[config.mk]
export PLATFORM = sky130hd
export DESIGN_NAME = corr_retimed
export DESIGN_NICKNAME = d
export VERILOG_FILES = /design/src/rtl/corr_pkg.sv /design/src/rtl/corr_match_bank.sv /design/src/rtl/corr_sum_chain.sv /design/src/rtl/corr_fill_tracker.sv /design/src/rtl/corr_retimed.sv
export SDC_FILE = /design/constraint.sdc
export NUM_CORES = 1
export LEC_CHECK = 0
export BUFFER_PORTS_ARGS = -buffer_cell sky130_fd_sc_hd__buf_2
export CELL_PAD_IN_SITES_DETAIL_PLACEMENT = 0
export CELL_PAD_IN_SITES_GLOBAL_PLACEMENT = 1
export CORE_ASPECT_RATIO = 1.1
export CORE_MARGIN = 5
export CORE_UTILIZATION = 40
export DETAILED_ROUTE_END_ITERATION = 16
export MAX_ROUTING_LAYER = met4
export PLACE_DENSITY = 0.83
export SKIP_LAST_GASP = 1
export SYNTH_ARGS = -nofsm -noshare
export SYNTH_HDL_FRONTEND = slang
export SYNTH_SLANG_ARGS = --single-unit
[constraint.sdc]
create_clock -name clk -period 2 [get_ports clk]
set_input_delay 0.2 -clock clk [delete_from_list [all_inputs] [get_ports clk]]
set_output_delay 0.2 -clock clk [all_outputs]
set_load 0.01 [all_outputs]
[src/rtl/corr_pkg.sv]
package corr_pkg;

    // Window length of the correlator; the sum chain is built from it.
    localparam int TAPS  = 4;
    localparam int CNT_W = $clog2(TAPS + 1);

    typedef logic [CNT_W-1:0] cnt_t;

endpackage

[src/rtl/corr_match_bank.sv]
// Compares one incoming symbol against every pattern slot at once.
module corr_match_bank
    import corr_pkg::*;
#(
    parameter int                    SYM_W   = 8,
    parameter logic [TAPS*SYM_W-1:0] PATTERN = '0
) (
    input  logic [SYM_W-1:0] sym,
    output logic [TAPS-1:0]  hit
);

    for (genvar k = 0; k < TAPS; k++) begin : g_cmp
        localparam logic [SYM_W-1:0] SLOT = PATTERN[k*SYM_W +: SYM_W];
        always_comb begin
            hit[k] = (sym == SLOT);
        end
    end

endmodule

[src/rtl/corr_sum_chain.sv]
// Retimed adder chain: each stage adds one fresh match bit to the
// partial sum carried from the previous accepted symbol.
module corr_sum_chain
    import corr_pkg::*;
(
    input  logic            clk,
    input  logic            rst,
    input  logic            adv,
    input  logic [TAPS-1:0] hit,
    output cnt_t            total
);

    localparam int NPART = TAPS - 1;

    typedef struct packed {
        cnt_t [NPART-1:0] part;
        cnt_t             total;
    } chain_t;

    chain_t st_q, st_d;

    always_comb begin
        st_d = st_q;
        if (adv) begin
            // Deepest stage starts a sum with the oldest slot's match.
            st_d.part[NPART-1] = cnt_t'(hit[TAPS-1]);
            for (int k = 0; k < NPART - 1; k++) begin
                st_d.part[k] = st_q.part[k+1] + cnt_t'(hit[k+1]);
            end
            st_d.total = st_q.part[0] + cnt_t'(hit[0]);
        end
    end

    always_ff @(posedge clk) begin
        if (rst) begin
            st_q <= '0;
        end else begin
            st_q <= st_d;
        end
    end

    assign total = st_q.total;

endmodule

[src/rtl/corr_fill_tracker.sv]
// Counts accepted symbols after reset and raises the strobe once the
// window is full.
module corr_fill_tracker
    import corr_pkg::*;
(
    input  logic clk,
    input  logic rst,
    input  logic adv,
    output logic vld
);

    localparam int SEEN_W = $clog2(TAPS);
    localparam logic [SEEN_W-1:0] FULL = SEEN_W'(TAPS - 1);

    typedef struct packed {
        logic [SEEN_W-1:0] seen;
        logic              vld;
    } fill_t;

    fill_t st_q, st_d;

    always_comb begin
        st_d     = st_q;
        st_d.vld = adv && (st_q.seen == FULL);
        if (adv && (st_q.seen != FULL)) begin
            st_d.seen = st_q.seen + 1'b1;
        end
    end

    always_ff @(posedge clk) begin
        if (rst) begin
            st_q <= '0;
        end else begin
            st_q <= st_d;
        end
    end

    assign vld = st_q.vld;

endmodule

[src/rtl/corr_retimed.sv]
module corr_retimed
    import corr_pkg::*;
#(
    parameter int                    SYM_W   = 8,
    parameter logic [TAPS*SYM_W-1:0] PATTERN = 32'h4433_2211
) (
    input  logic             clk,
    input  logic             rst,
    input  logic             in_valid,
    input  logic [SYM_W-1:0] in_sym,
    output logic             out_valid,
    output logic [2:0]       out_count
);

    logic [TAPS-1:0] hit;
    cnt_t            total;

    corr_match_bank #(
        .SYM_W  (SYM_W),
        .PATTERN(PATTERN)
    ) u_bank (
        .sym(in_sym),
        .hit(hit)
    );

    corr_sum_chain u_chain (
        .clk  (clk),
        .rst  (rst),
        .adv  (in_valid),
        .hit  (hit),
        .total(total)
    );

    corr_fill_tracker u_fill (
        .clk(clk),
        .rst(rst),
        .adv(in_valid),
        .vld(out_valid)
    );

    assign out_count = 3'(total);

endmodule

Word-level counts from Yosys, hierarchy flattened. Index checks and enable logic that the tools add are counted. W data, S select, Z words.

Bits in registers: 13. Input bits: 11. Output and inout bits: 4. Word-level logic and storage cells: 18.

$add $sub $neg: 4. Eq/ne operators: 6. Reduce and logical (&&, ||, !) cells: 2.

Operators with widths (number): $eq A8 B6 Y1 const B (2); $eq A8 B5 Y1 const B (1); $eq A8 B7 Y1 const B (1); $add A3 B1 Y3 (2); $add A1 B1 Y2 (1); $add A2 B1 Y2 const B (1); $eq A2 B2 Y1 const B (1); $logic_and A1 B1 Y1 (2); $ne A2 B2 Y1 const B (1).

Longest topological paths before layout. Gate-level depths: netlist of the first run.

Depth after elaboration: 2. Mapped depth: 7. Depth with buffers taken out: 7.

By module. Synthesis of the first run repeated with hierarchy kept, for this count alone.

Cells, all modules: 60. Area total of the unflattened synthesis: 625.6 um^2.

By module, submodules not included: corr_sum_chain (times used 1, cells each 38, area an instance 417.9 um^2, sequential area each 180.2 um^2); corr_fill_tracker (times used 1, cells each 13, area an instance 141.4 um^2, sequential area each 60.1 um^2); corr_match_bank (times used 1, cells each 9, area an instance 66.3 um^2, sequential area each 0.0 um^2).

Worst setup path before layout of the first run. No wires, ideal clock.

Kind: in2reg. From: in in_sym[6]. To: reg u_chain.st_q[4] (netlist name). Library setup time: 0.129 ns. Arrival time: 1.229 ns. Required time: 1.871 ns. Slack: 0.642 ns. Cell stages on the path: 7. Buffers on the path: 0. Cells stage by stage: nor4_2 -> nand3_1 -> nor3_2 -> ha_1 -> ha_1 -> mux2i_1 -> nor2_1.

Word-level cells in the longest chain between the ends: 2.

RTL lines: start: declaration (line corr_retimed.sv:10) `input logic [SYM_W-1:0] in_sym,`; $eq A8 B6 Y1 (line corr_match_bank.sv:15) `hit[k] = (sym == SLOT);`; $add A3 B1 Y3 (line corr_sum_chain.sv:28) `st_d.part[k] = st_q.part[k+1] + cnt_t'(hit[k+1]);`; end signal: assignment (line corr_sum_chain.sv:38) `st_q <= st_d;`; end: declaration (line corr_sum_chain.sv:20) `chain_t st_q, st_d;`.

No other way between the ends. A chain may end at the register's enable or synchronous reset.

Worst setup path after layout of the first run.
From: in in_sym[6]. To: reg u_chain.st_q (netlist bit u_chain.total[2]).

Word-level cells in the longest chain between the ends: 2.

RTL lines: $eq A8 B5 Y1 (line corr_match_bank.sv:15); $add A3 B1 Y3 (line corr_sum_chain.sv:30) `st_d.total = st_q.part[0] + cnt_t'(hit[0]);`.

No other way between the ends.

==> flow_metrics.tcl, run 1 <==
set metrics [dict create \
    rsz0062_at_grt "false" \
    final_cells 88 \
    antenna_found_initial 0 \
    nFillCells 149 \
    ys_seq_elements 12 \
    seq_area_um2 240 \
    hold_viol 0 \
    r2r_slack_ns 0.89 \
    min_path_type "in2reg" \
    cts_buffers 3 \
    vias 430 \
    die-area_um2 2390 \
    route.detailed.drc 0 \
    crit_required_ns 2.19 \
    vias_per_cell 4.89 \
    drt_iter0_markers 4 \
    p_total_mw 0.481 \
    fin_crit_ns 1.30 \
    drv_cap 0 \
    grt_pass1_wl_um 1600 \
    setup_tns_ns 0 \
    power_switching_mw 0.105 \
    synth_nets 76 \
    wl_um 1000 \
    pwr-share-seq 0.515 \
    io_pins 15 \
    port_buffers 14 \
    grt_max_degree 13 \
    wl_per_cell_um 11.4 \
    worstSetupStartpointType "input pin" \
    tightest_slew_ns 0.279 \
    clock_skew_ns 0.00582 \
    cts-root-buf "clkbuf_4" \
    postRouteAntennaNets 0 \
    nNetsFinal 90 \
    final_common_cell "buf_2" \
    synth_seq_area_share 0.398 \
    dp_hpwl_um 791 \
    die_w_um 47.1 \
    path_class "in2reg" \
    final_cell_mix "14 x buf_2, 13 x nor2_1, 12 x dfxtp_1" \
    globalplace.congestion 0.635 \
    syn_area_um2 604 \
    synth.top_cell.area_share 0.398 \
    syn_inst 59 \
    slew_headroom 0.814 \
    synth_edf_count 0 \
    intPower_mw 0.376 \
    syn_avg_cell_area_um2 10.2 \
    post-cts-setup-buffer-count 0 \
    busiest_layer "met2" \
    clkTransAtPathRegs_ns 0.08 \
    power_leakage_nw 0.333 \
    multi_input_area_um2 327 \
    dieHeight_um 50.8 \
    coreArea_um2 1400 \
    utilization 0.497 \
    post_cts_resized 0 \
    yosysUniqueCellTypes 18 \
    crit_path_end_kind "register" \
    cts_sinks 12 \
    clock_power_share 0.391 \
    grt_use_total 0.0979 \
    fmax_mhz 769 \
    gr-usage-met3 0.0643 \
    ys_async_sr_fraction 0 \
    ys_warn_count 0 \
    crit_arrival_ns 1.49 \
    setup_viol 0 \
    drive_gt1_frac 0.319 \
    insertion_delay_ns 0.27 \
    min_period_over_period 0.650 \
    placed_cells 84 \
    powerDensity_nw_per_um2 691 \
    gr-usage-met1 0.125 \
    synth_top_area_cell "dfxtp_1" \
    initial_core_util 0.431 \
    firstDrtPassIters 4 \
    cp_max_fo 2 \
    slew_violations 0 \
    ir_worst_vdd_mv 0.527 \
    grt_pass1_vias 374 \
    outcome "finished clean" \
    synth_ff_type "dfxtp_1" \
    p_sw_frac 0.218 \
    h-tree-depth 1 \
    hold_buffers 0 \
    diodes 0 \
    comb_power_share 0.095 \
    rows 14 \
    netlist_top_cells_area "dfxtp_1 40%, mux2i_1 13%, ha_1 12%" \
    area_delta_synth_final_pct 15.3 \
    grt.met2_usage 0.131 \
    cts_buffer_depth 2 \
    grt-ovfl-total 0 \
    cts_tree "yes" \
]
==> power groups by stage <==
stage	clock (mW)	combinational [mW]	sequential (mW)
after floorplan	0	0.0290	0.253
after global placement	0	0.0458	0.253
after detailed placement	0	0.0467	0.254
after CTS	0.198	0.0470	0.248
after global routing	0.211	0.0519	0.249
final	0.188	0.0456	0.248
==> layout make-up <==
type | count | share of cell area
Timing Repair Buffer | 14 | 0.101
Sequential cell | 12 | 0.345
Inverter | 1 | 0.00539
Multi-Input combinational cell | 41 | 0.469
Clock buffer | 4 | 0.0521
Tap cell | 16 | 0.0287
==> critical path: stages <==
cell and delay (ns):
buf_2 0.11, nor4_2 0.29, nor4b_2 0.25, ha_1 0.19
ha_1 0.16, xnor2_1 0.06, a211oi_1 0.21
==> Yosys cell counts (2+ instances only) <==
library cell   n
buf_4          4
nor2_1        13
nor4_2         2
nand2b_1       2
xnor2_1        2
dfxtp_1       12
mux2i_1        8
ha_1           6
==> cells by family (layout without fill, tap and decap cells) <==
| logic type | after synthesis | count (layout) | share of synthesized area |
|---|---|---|---|
| buffers and inverters | 6 | 19 | 0.0621 |
| AOI/OAI and AO/OA | 2 | 2 | 0.0331 |
| and+or+nand+nor | 23 | 23 | 0.222 |
| xor gates and xnor gates | 2 | 2 | 0.0290 |
| DFF | 12 | 12 | 0.398 |
| adders and majority gates | 6 | 6 | 0.124 |
| muxes | 8 | 8 | 0.133 |
==> state kept, by name, indices dropped and copies added, names as in the netlist <==
signal,flops
u_fill.vld,1
u_fill.st_q,2
u_chain.st_q,6
u_chain.total,3
==> path summary, 6_finish.rpt <==
kind                           end  depth (start not counted)        startpoint
setup / recovery  u_chain.total[2]                          7         in_sym[6]
hold / removal     u_chain.st_q[9]                          3         in_sym[6]
setup reg to reg    u_fill.st_q[2]                          4    u_fill.st_q[1]
hold reg to reg   u_chain.total[2]                          2  u_chain.total[2]
==> through the flow <==
stage          setup WS (ns)  instance area, um^2  hold slack, ns
3_3_place_gp           0.405                  661           0.471
5_1_grt                0.564                  697           0.236
2_1_floorplan          0.642                  604           0.273
3_5_place_dp           0.388                  661           0.483
6_report               0.700                  697           0.233
4_1_cts                0.679                  697           0.225
==> per-layer routing <==
metal	part of all wire	routed length [um]
met1	0.46	464
met2	0.47	474
met3	0.061	61
met4	0	0
met5	0	0
Power figures use the tool's default switching activity.
==> inputs of run 2 (changes only) <==
Settings changed: ABC_AREA set to 1, CORE_UTILIZATION 40 to 35, PLACE_DENSITY 0.83 to 0.78.
Clock period 2 ns to 1.35 ns, I/O delays scaled along.
==> flow_metrics.tcl, run 2 <==
set metrics [dict create \
    drv_cap 0 \
    wl_um 1050 \
    rsz0062_at_grt "false" \
    utilization 0.433 \
    syn_area_um2 588 \
    vias_per_cell 4.50 \
    intPower_mw 0.579 \
    post_cts_resized 0 \
    initial_core_util 0.373 \
    synth_nets 94 \
    ys_async_sr_fraction 0 \
    p_sw_frac 0.240 \
    globalplace.congestion 0.711 \
    synth_seq_area_share 0.409 \
    cp_max_fo 3 \
    wl_met3_um 38 \
    synth_ff_type "dfxtp_1" \
    firstDrtPassIters 4 \
    area_delta_synth_final_pct 16.0 \
    p_total_mw 0.762 \
    nNetsFinal 109 \
    port_buffers 14 \
    die-area_um2 2600 \
    pwr-share-seq 0.510 \
    hold_buffers 0 \
    ir_worst_vdd_mv 0.526 \
    h-tree-depth 1 \
    crit_path_end_kind "register" \
    dr.max_layer_used "met4" \
    power_leakage_nw 0.363 \
    setup_viol 0 \
    largest_reg_flops 6 \
    wl_met2_um 460 \
    syn_avg_cell_area_um2 7.64 \
    place_ws_ns -0.0363 \
    grt_pass1_wl_um 1700 \
    fin_ws_ns 0.257 \
    ys_seq_elements 12 \
    drive_gt1_frac 0.220 \
    vias 486 \
    worstSetupStartpointType "input pin" \
    yosysMostFrequentCell "nor2_1" \
    grt_pass1_vias 412 \
    wl_per_cell_um 9.68 \
    dieHeight_um 53.0 \
    drt_iter0_markers 9 \
    whs_ns 0.0601 \
    postRouteAntennaNets 0 \
    ys_warn_count 0 \
    coreArea_um2 1580 \
    min_period_over_period 0.810 \
    clock_skew_ns 0.000364 \
    rows 15 \
    fin_crit_ns 1.09 \
    drt-met1-wl_um 532 \
    synth_top_area_cell "dfxtp_1" \
    cts_sinks 12 \
    grt_use_total 0.0845 \
    grt_max_degree 13 \
    min_path_type "in2reg" \
    post-cts-setup-buffer-count 0 \
    antenna_found_initial 0 \
    syn_inst 77 \
    grt-ovfl-total 0 \
    route.detailed.drc 0 \
    nFillCells 181 \
    outcome "finished clean" \
    cts-root-buf "clkbuf_4" \
    cts_buffers 3 \
    hold_viol 0 \
    tightest_slew_ns 0.272 \
    cts_buffer_depth 2 \
    synth_edf_count 0 \
    slew_violations 0 \
    slew_headroom 0.817 \
    regMostFlops "u_chain.st_q" \
    powerDensity_nw_per_um2 1120 \
    netlist_top_cells_area "dfxtp_1 41%, nor2_1 17%, ha_1 13%" \
    clkTransAtPathRegs_ns 0.08 \
    dp_hpwl_um 818 \
    synth.top_cell.area_share 0.409 \
    clock_power_share 0.371 \
    yosysUniqueCellTypes 16 \
    insertion_delay_ns 0.26 \
    fmax_mhz 915 \
    yosys-top-cells-count "26 x nor2_1, 12 x dfxtp_1, 9 x o21ai_0" \
    path_class "in2reg" \
    final_common_cell "nor2_1" \
    power_switching_mw 0.183 \
    die_w_um 49.1 \
    crit_required_ns 1.51 \
    diodes 0 \
    cts_tree "yes" \
    final_cell_mix "26 x nor2_1, 14 x buf_2, 12 x dfxtp_1" \
    crit_arrival_ns 1.26 \
    io_pins 15 \
    comb_power_share 0.119 \
]
run 2: changes by cell type in the layout (fill, tap and decap cells not counted), sizes merged, moves of 2 or more:
cell and delta:
xor2 +2, mux2i -8, nand2 +5, nand2b -2
nor2 +14, xnor2 -2, inv +5, o21ai +10
run 2: power groups by stage:
stage	clock network, mW	registers [mW]	logic [mW]
CTS	0.296	0.389	0.0927
global placement	0	0.397	0.0906
floorplan	0	0.395	0.0673
detailed placement	0	0.397	0.0922
finish	0.282	0.389	0.0910
global route	0.318	0.392	0.109
run 2: metrics by stage:
step / cells / cell area [um^2] / setup TNS [ns]
after detailed placement: 104 / 646 / -0.0510
after floorplan: 77 / 588 / 0
after global placement: 104 / 646 / 0
after global routing: 108 / 682 / 0
after CTS: 108 / 682 / 0
final: 108 / 682 / 0
run 2: per-layer routing:
layer,vias to the layer above,global-route usage
li1,271,-
met1,205,0.114
met2,8,0.116
met3,2,0.0310
met4,0,0.0269
met5,-,-
run 2: final timing paths:
kind	from	to	slack (ns)	depth (start not counted)
worst min register to register	u_fill.st_q[2]	u_fill.st_q[2]	0.49	2
worst min-delay path	rst	u_fill.st_q[1]	0.06	2
worst max-delay path	in_sym[7]	u_chain.total[1]	0.26	8
worst max register to register	u_chain.st_q[3]	u_chain.total[2]	0.27	5
run 2: cells by family (layout without fill, tap and decap cells):
group                      after synthesis  in the layout  share of synthesized area
AOI/OAI and AO/OA                       11             11                     0.0936
xor gates and xnor gates                 2              2                     0.0298
adders and majority gates                6              6                      0.128
buffers and inverters                   10             24                     0.0957
DFF                                     12             12                      0.409
and+or+nand+nor                         36             36                      0.245
run 2: final cells by class:
class | instances | area, um^2 | area share
tap | 17 | 21.3 | 0.0312
clock buffer | 4 | 36.3 | 0.0532
multi-input combinational | 55 | 292 | 0.428
timing repair buffer | 14 | 70.1 | 0.103
inverter | 6 | 22.5 | 0.0330
sequential | 12 | 240 | 0.352
run 2: worst max-delay path, cell delays in order:
cell     delay (ns)
buf_2          0.10
nor2_1         0.17
nand2_1        0.07
nor4_1         0.21
ha_1           0.21
ha_1           0.22
nor2_1         0.10
nor2_1         0.05
